## config.mk

```make
export PLATFORM = sky130hd
export DESIGN_NAME = pix_hit_digitizer
export DESIGN_NICKNAME = d
export VERILOG_FILES = /design/src/rtl/pix_tdc_pkg.sv /design/src/rtl/pix_edge_det.sv /design/src/rtl/pix_sat_counter.sv /design/src/rtl/pix_fine_tdc.sv /design/src/rtl/pix_hit_digitizer.sv
export SDC_FILE = /design/constraint.sdc
export NUM_CORES = 1
export LEC_CHECK = 0
export BUFFER_PORTS_ARGS = -buffer_cell sky130_fd_sc_hd__buf_4
export CAP_MARGIN = 40
export CORE_UTILIZATION = 50
export DETAILED_ROUTE_END_ITERATION = 8
export PLACE_DENSITY_LB_ADDON = 0.12
export SYNTH_ARGS = -nofsm -noshare
export SYNTH_HDL_FRONTEND = slang
export SYNTH_SLANG_ARGS = --single-unit
```

## constraint.sdc

```tcl
create_clock -name clk_fast_i -period 1.9 [get_ports clk_fast_i]
set_clock_uncertainty 0.1 [all_clocks]
set_input_delay 0.38 -clock clk_fast_i [delete_from_list [all_inputs] [get_ports clk_fast_i]]
set_output_delay 0.38 -clock clk_fast_i [all_outputs]
set_load 0.005 [all_outputs]
```

## src/rtl/pix_tdc_pkg.sv

```systemverilog
package pix_tdc_pkg;
  typedef enum logic [1:0] {
    MODE_TOA_TOT = 2'b00,
    MODE_TOA     = 2'b01,
    MODE_COUNT   = 2'b10,
    MODE_ALT     = 2'b11
  } acq_mode_e;

  typedef enum logic [1:0] {
    ST_IDLE = 2'b00,
    ST_FINE = 2'b01,
    ST_TOT  = 2'b10
  } meas_state_e;
endpackage

```

## src/rtl/pix_edge_det.sv

```systemverilog
module pix_edge_det #(
  parameter bit RST_VAL = 1'b1
) (
  input  logic clk_i,
  input  logic rst_ni,
  input  logic d_i,
  output logic rise_o
);
  logic q;

  // reset high so a level present at reset release is not taken as an edge
  always_ff @(posedge clk_i or negedge rst_ni) begin
    if (!rst_ni) q <= RST_VAL;
    else         q <= d_i;
  end

  assign rise_o = d_i & ~q;
endmodule

```

## src/rtl/pix_sat_counter.sv

```systemverilog
module pix_sat_counter #(
  parameter int W = 10
) (
  input  logic         clk_i,
  input  logic         rst_ni,
  input  logic         clr_i,
  input  logic         inc_i,
  output logic [W-1:0] cnt_o
);
  localparam logic [W-1:0] MAX = {W{1'b1}};
  localparam logic [W-1:0] ONE = {{(W-1){1'b0}}, 1'b1};

  logic [W-1:0] cnt_q;

  // clear with a coincident increment restarts at one
  always_ff @(posedge clk_i or negedge rst_ni) begin
    if (!rst_ni)                      cnt_q <= '0;
    else if (clr_i)                   cnt_q <= inc_i ? ONE : '0;
    else if (inc_i && (cnt_q != MAX)) cnt_q <= cnt_q + ONE;
  end

  assign cnt_o = cnt_q;
endmodule

```

## src/rtl/pix_fine_tdc.sv

```systemverilog
module pix_fine_tdc #(
  parameter int W = 4
) (
  input  logic         clk_i,
  input  logic         rst_ni,
  input  logic         start_i,
  input  logic         stop_i,
  output logic [W-1:0] fine_o
);
  localparam logic [W-1:0] ONE = {{(W-1){1'b0}}, 1'b1};

  logic [W-1:0] cnt_q;
  logic         run_q;

  always_ff @(posedge clk_i or negedge rst_ni) begin
    if (!rst_ni) begin
      cnt_q <= '0;
      run_q <= 1'b0;
    end else if (start_i) begin
      cnt_q <= stop_i ? '0 : ONE;
      run_q <= ~stop_i;
    end else if (run_q) begin
      if (stop_i) run_q <= 1'b0;
      else        cnt_q <= cnt_q + ONE;
    end
  end

  assign fine_o = cnt_q;
endmodule

```

## src/rtl/pix_hit_digitizer.sv

```systemverilog
module pix_hit_digitizer
  import pix_tdc_pkg::*;
#(
  parameter int FINE_W   = 4,
  parameter int COARSE_W = 14,
  parameter int TOT_W    = 10,
  parameter int ADDR_W   = 16
) (
  input  logic                                      clk_fast_i,
  input  logic                                      rst_ni,
  input  logic                                      sync_clk_i,
  input  logic                                      hit_i,
  input  logic [COARSE_W-1:0]                       ts_i,
  input  logic [1:0]                                mode_i,
  input  logic                                      ack_i,
  input  logic [ADDR_W-1:0]                         pix_addr_i,
  output logic                                      valid_o,
  output logic [ADDR_W+COARSE_W+TOT_W+FINE_W-1:0]   data_o
);
  localparam int REC_W = ADDR_W + COARSE_W + TOT_W + FINE_W;

  acq_mode_e   mode;
  meas_state_e state_q, state_d;
  logic        count_mode, toa_only;
  logic        sync_rise, hit_rise;
  logic        start, done, coarse_ld, tot_clr, tot_inc;
  logic        valid_q;
  logic [COARSE_W-1:0] coarse_q;
  logic [FINE_W-1:0]   fine;
  logic [TOT_W-1:0]    tot;
  logic [TOT_W-1:0]    evt_cnt;
  logic [COARSE_W-1:0] itot_cnt;

  assign mode       = acq_mode_e'(mode_i);
  assign count_mode = (mode == MODE_COUNT);
  assign toa_only   = (mode == MODE_TOA);

  pix_edge_det #(.RST_VAL(1'b1)) u_sync_edge (
    .clk_i (clk_fast_i), .rst_ni(rst_ni), .d_i(sync_clk_i), .rise_o(sync_rise)
  );

  pix_edge_det #(.RST_VAL(1'b1)) u_hit_edge (
    .clk_i (clk_fast_i), .rst_ni(rst_ni), .d_i(hit_i), .rise_o(hit_rise)
  );

  // hold-off: no new measurement while a record waits
  assign start = (state_q == ST_IDLE) && hit_rise && !valid_q && !count_mode;

  pix_fine_tdc #(.W(FINE_W)) u_fine (
    .clk_i (clk_fast_i), .rst_ni(rst_ni), .start_i(start), .stop_i(sync_rise), .fine_o(fine)
  );

  always_comb begin
    state_d   = state_q;
    done      = 1'b0;
    coarse_ld = 1'b0;
    tot_clr   = 1'b0;
    tot_inc   = 1'b0;
    unique case (state_q)
      ST_IDLE: begin
        if (start) begin
          if (sync_rise) begin
            coarse_ld = 1'b1;
            tot_clr   = 1'b1;
            tot_inc   = hit_i;
            if (toa_only) done = 1'b1;
            else          state_d = ST_TOT;
          end else begin
            state_d = ST_FINE;
          end
        end
      end
      ST_FINE: begin
        if (sync_rise) begin
          coarse_ld = 1'b1;
          tot_clr   = 1'b1;
          tot_inc   = hit_i;
          if (toa_only || !hit_i) begin
            done    = 1'b1;
            state_d = ST_IDLE;
          end else begin
            state_d = ST_TOT;
          end
        end
      end
      ST_TOT: begin
        if (sync_rise) begin
          if (hit_i) begin
            tot_inc = 1'b1;
          end else begin
            done    = 1'b1;
            state_d = ST_IDLE;
          end
        end
      end
      default: state_d = ST_IDLE;
    endcase
  end

  always_ff @(posedge clk_fast_i or negedge rst_ni) begin
    if (!rst_ni) begin
      state_q  <= ST_IDLE;
      valid_q  <= 1'b0;
      coarse_q <= '0;
    end else begin
      state_q <= state_d;
      if (coarse_ld) coarse_q <= ts_i;
      if (valid_q && ack_i) valid_q <= 1'b0;
      else if (done)        valid_q <= 1'b1;
    end
  end

  pix_sat_counter #(.W(TOT_W)) u_tot (
    .clk_i (clk_fast_i), .rst_ni(rst_ni), .clr_i(tot_clr), .inc_i(tot_inc), .cnt_o(tot)
  );

  pix_sat_counter #(.W(TOT_W)) u_evt (
    .clk_i (clk_fast_i), .rst_ni(rst_ni),
    .clr_i (count_mode && ack_i), .inc_i(count_mode && hit_rise), .cnt_o(evt_cnt)
  );

  pix_sat_counter #(.W(COARSE_W)) u_itot (
    .clk_i (clk_fast_i), .rst_ni(rst_ni),
    .clr_i (count_mode && ack_i), .inc_i(count_mode && sync_rise && hit_i), .cnt_o(itot_cnt)
  );

  logic [REC_W-1:0] meas_rec, cnt_rec;
  assign meas_rec = {pix_addr_i, coarse_q, (toa_only ? {TOT_W{1'b0}} : tot), fine};
  assign cnt_rec  = {pix_addr_i, itot_cnt, evt_cnt, {FINE_W{1'b0}}};

  assign valid_o = valid_q;
  assign data_o  = count_mode ? cnt_rec : meas_rec;
endmodule

```

==> reports/metrics.yaml, run 1 <==
grt_start_max_net_pins: 31
layout_min_cycle_time_ns: 1.96
fin_nets: 535
cts_made_buffers: 9
postSynth.asyncResetShare_pct: 100
clk_pin_slew_ns: 0.07
timing.final.crit_share_pct: 103
hold_viol: 0
place_area_um2: 4390
critPathCaptureType: "flip-flop"
rows: 31
clockRootBuffer: "clkbuf_8"
antennaDiodeCount: 0
core_um2: 7210
p_per_area_nw_per_um2: 882
critPathArrivalTime_ns: 2.11
clock-sinks: 58
clock.fmax_mhz: 511
start_util_pct: 51.5
setup_slack_ns: -0.0585
synth_area_leader_cell: "dfrtp_1"
maxCapViolCount: 0
ys_types: 58
synth_warnings: 0
nFillCells: 633
final_cell_mix: "buf_4, nand2_1, dfrtp_1"
antenna_found_initial: 0
grt_most_used_layer: "met2"
port_buffers: 49
finalPower_mw: 4.25
io_pins: 82
rsz0062_at_grt: "yes"
die_area_um2: 7770
seq_area_frac_synth_pct: 39.2
critPathKind: "reg -> reg"
ys_ff_latch: 58
grt_use_met2_pct: 39.8
vdd_drop_max_v: 0.000545
hold_depth: 2
r2r_cells: 6
use_met3_pct: 5.28
detail-route-antenna-nets: 0
grt_use_total_pct: 25.1
worst_slew_pin_slew_ns: 0.659
syn_inst: 403
fp.dieH_um: 88.2
via_per_inst: 5.79
cts_tree: "done"
violations: "setup timing"
grt_pass1_vias: 3135
synth_top_cell_area_share_pct: 37.7
worstPathMaxFanout: 7
ctsLongestPathBuffers: 2
syn_avg_cell_area_um2: 9.21
grt_overflow_total: 0
drive_gt1_share_pct: 36.0
wire_per_inst_um: 16.1
finalMaxSlewViolations: 0
dpl.hpwl_um: 6610
worst-endpoint-required_ns: 2.05
yosys-top-cells-area: "dfrtp_1, mux2_2, nand2_1"
final_common_cell: "buf_4"
start_kind: "flip-flop"
drc: 0
drt_iter0_markers: 210
setup_viol: 11
routabilityCongestion: 0.904
syn-cell-area_um2: 3710
ys.flop_type: "dfrtp_1"
synth_edf_count: 0
stdcell_area_um2: 4820
dr_total_vias: 3439
clock_latency_ns: 0.34
synth_fp_nets: 448
routed_wl_um: 9560
fin_hold_ws_ns: 0.172
die_w_um: 88.2
cts_max_level: 3
slew_headroom_pct: 55.6
grt_pass1_wl_um: 15100
hp-class: "in -> reg"
grt_util_met1_pct: 34.8
area_growth_pct: 29.7
outcome: "complete, but fails checks"
firstDrtPassIters: 5
power.leakage_nw: 2.28
cells in the mapped netlist, drive strengths merged (10+ instances only):
cell type and number:
a21oi 16, a22o 10, and3 10, buf 23
dfrtp 56, mux2 23, mux2i 10, nand2 68
nand2b 10, nand3 19, nor2 17, o21ai 10
power by group:
group	leakage (nW)	switching [mW]	internal, mW	total [mW]
registers	0.749	0.188	1.49	1.68
logic	1.45	0.677	0.925	1.60
clock network	0.0818	0.502	0.463	0.964
total	2.28	1.37	2.88	4.25
logic make-up after synthesis:
group | after synthesis | share of synthesized area [%]
compound gates | 81 | 16.2
xor+xnor | 3 | 0.708
fa+ha+maj | 8 | 2.70
buf+inv | 40 | 6.10
flops | 58 | 39.2
mux | 33 | 9.67
simple gates | 180 | 25.4
area by class of cell:
cell class	count	area (um2)	share of cell area (%)
well taps	99	124	2.57
repair buffers	107	887	18.4
flip-flops and latches	58	1460	30.3
inverters	8	30.0	0.624
multi-input cells	306	2150	44.7
clock inverters	6	35.0	0.727
clock buffers	10	128	2.65
routing by layer:
metal / up-vias / routed length (um)
li1: 1646 / -
met1: 1692 / 4390
met2: 92 / 4690
met3: 9 / 404
met4: 0 / 77
met5: - / 0
flip-flops by register name, indices dropped and copies added, names as in the netlist:
name           cells
u_fine.run_q       1
u_fine.fine_o      4
valid_o            1
coarse_q          14
u_evt.cnt_o       10
state_q            2
u_hit_edge.q       1
u_sync_edge.q      1
u_itot.cnt_o      14
u_tot.cnt_o       10
metrics by stage:
stage / util [%] / std cells / TNS [ns] / setup WS (ns)
global route: 66.8 / 594 / -1.36 / -0.0870
finish: 66.8 / 594 / -0.298 / -0.0585
CTS: 64.6 / 586 / -0.122 / -0.0238
detailed placement: 60.8 / 562 / -0.390 / -0.0293
global placement: 60.8 / 562 / -0.00547 / -0.00547
floorplan: - / 403 / 0 / 0.00199
repair_timing:
| action | CTS | global route |
|---|---|---|
| setup buffers | 8 | 8 |
| pin swaps | 6 | 10 |
| resized for setup | 13 | 25 |
| gates cloned | 0 | 2 |
| endpoints found under the setup margin | 29 | 44 |
| endpoints found under the hold margin | 27 | 0 |
| hold buffers | 1 | 0 |
critical path, cell delays in order (launching register included):
cell and delay, ns:
dfrtp_1 0.40, inv_2 0.09, ha_4 0.13, and4bb_4 0.26, o2111ai_4 0.18, or4_1 0.53
a21oi_1 0.19
final timing paths:
path                        startpoint        endpoint  slack [ns]
setup reg to reg            state_q[0]  u_tot.cnt_o[8]       -0.06
hold / removal                 ts_i[5]     coarse_q[5]        0.17
hold reg to reg            coarse_q[8]     coarse_q[8]        0.41
max in group asynchronous       rst_ni    u_hit_edge.q        0.75
setup / recovery            state_q[0]  u_tot.cnt_o[8]       -0.06
min in group asynchronous       rst_ni     coarse_q[5]        0.42
Note: power is estimated with default switching activity, not from simulation.
==> inputs of run 2 (changes only) <==
PLACE_DENSITY = 0.77   (was not set)
PLACE_DENSITY_LB_ADDON = not set   (was 0.12)
==> reports/metrics.yaml, run 2 (synthesized netlist as in run 1, its figures left out) <==
fin_hold_ws_ns: 0.00480
clockPowerShare_pct: 28.6
worst_slew_pin_slew_ns: 0.739
combPwrFrac_pct: 36.0
cp-startpoint: "state_q[0]"
detail-route-antenna-nets: 0
fin_nets: 536
critPathArrivalTime_ns: 2.13
core_um2: 7210
port_buffers: 49
dr_total_vias: 3603
finalPower_mw: 4.77
area_growth_pct: 34.7
routabilityCongestion: 0.859
routed_wl_um: 10800
io_pins: 82
wire_per_inst_um: 18.1
power.leakage_nw: 2.35
fp.dieH_um: 88.2
drt_iter0_markers: 247
timing.final.crit_share_pct: 105
critPathCaptureType: "flip-flop"
layout_min_cycle_time_ns: 2.00
finalMaxSlewViolations: 0
final_common_cell: "buf_4"
worstReg2RegEnd: "u_tot.cnt_o[8]"
ctsLongestPathBuffers: 2
clock_latency_ns: 0.35
p_seq_share_pct: 35.5
antenna_found_initial: 0
grt_use_total_pct: 26.0
setup_viol: 11
firstDrtPassIters: 5
rows: 31
cts_tree: "done"
timing.rr.start: "state_q[0]"
worstPathMaxFanout: 6
setup_slack_ns: -0.0998
drc: 0
register_area_um2: 1460
clockRootBuffer: "clkbuf_8"
start_util_pct: 51.5
antennaDiodeCount: 0
hold_viol: 0
clock-sinks: 58
die_w_um: 88.2
nFillCells: 510
clk_pin_slew_ns: 0.07
grt_start_max_net_pins: 59
cts_made_buffers: 9
hp-class: "in -> async"
grt_overflow_total: 0
multi_input_area_um2: 2260
rsz0062_at_grt: "yes"
p_sw_share_pct: 30.9
p_per_area_nw_per_um2: 954
slew_headroom_pct: 50.7
switchingPower_mw: 1.47
dpl.hpwl_um: 6450
maxCapViolCount: 0
clock.fmax_mhz: 500
vdd_drop_max_v: 0.000703
r2r_setup_slack_ns: -0.1
die_area_um2: 7770
cts_max_level: 3
grt_pass1_wl_um: 15500
worst-endpoint-required_ns: 2.03
r2r_cells: 8
critPathKind: "reg -> reg"
power.internal_mw: 3.30
via_per_inst: 6.06
start_kind: "flip-flop"
grt_pass1_vias: 3258
final_cell_mix: "buf_4, nand2_1, dfrtp_1"
drive_gt1_share_pct: 39.5
outcome: "complete, but fails checks"
violations: "setup timing"
-- run 2: changes by cell type in the layout (fill, tap and decap cells not counted), sizes merged --
| cell | before | now |
|---|---|---|
| nor3 | 10 | 9 |
| bufinv | 0 | 2 |
| clkinv | 4 | 1 |
| clkinvlp | 2 | 1 |
| clkbuf | 11 | 12 |
| dlygate4sd3 | 1 | 0 |
| buf | 105 | 109 |
-- run 2: worst max-delay path by stage --
stage                     end  cells past startpoint  slack (ns)
2_1_floorplan  u_tot.cnt_o[9]                      7       0.002
4_1_cts             data_o[4]                      4       -0.04
5_1_grt        u_tot.cnt_o[8]                      8       -0.13
6_report       u_tot.cnt_o[8]                      8        -0.1
3_3_place_gp      coarse_q[2]                      7       -0.03
3_5_place_dp   u_tot.cnt_o[9]                      7       -0.09
-- run 2: power groups by stage --
stage | registers, mW | clock network, mW | logic (mW)
2_1_floorplan | 1.64 | 0 | 0.836
3_3_place_gp | 1.67 | 0 | 1.38
3_5_place_dp | 1.68 | 0 | 1.43
4_1_cts | 1.67 | 1.38 | 1.60
5_1_grt | 1.72 | 1.44 | 1.83
6_report | 1.69 | 1.36 | 1.71
-- run 2: cell type report --
type / count / area share, %
clock buffer: 12 / 3.30
inverter: 8 / 0.601
multi-input combinational: 305 / 45.3
tap: 99 / 2.48
clock inverter: 4 / 1.45
sequential: 58 / 29.3
timing repair buffer: 109 / 17.6
-- run 2: critical path, cell delays in order (launching register included) --
cell,delay (ns)
dfrtp_1,0.41
buf_4,0.16
ha_1,0.22
inv_1,0.12
o2111ai_4,0.19
buf_6,0.19
buf_6,0.13
o31ai_4,0.28
a21oi_2,0.08
-- run 2: routing by layer --
layer / vias up / part of all wire [%] / GRT usage, %
li1: 1652 / - / -
met1: 1768 / 42 / 34.3
met2: 151 / 49 / 41.9
met3: 32 / 6.4 / 5.84
met4: 0 / 3.0 / 9.24
met5: - / 0 / 0
-- run 2: repair_timing --
item	4_1_cts	5_1_grt
hold buffers	0	0
pin swaps	9	21
gates cloned	1	0
resized for setup	30	42
buffers inserted	9	12
endpoints found under the setup margin	26	58
-- run 2: per-stage QoR --
stage | setup TNS (ns) | utilization [%] | worst slack [ns] | cells | area (um2)
2_1_floorplan | 0 | - | 0.00199 | 403 | 3730
3_3_place_gp | -0.589 | 60.2 | -0.0347 | 560 | 4350
3_5_place_dp | -1.09 | 60.2 | -0.0916 | 560 | 4350
4_1_cts | -0.124 | 66.4 | -0.0381 | 585 | 4790
5_1_grt | -0.806 | 69.3 | -0.130 | 595 | 5000
6_report | -0.378 | 69.3 | -0.0998 | 595 | 5000
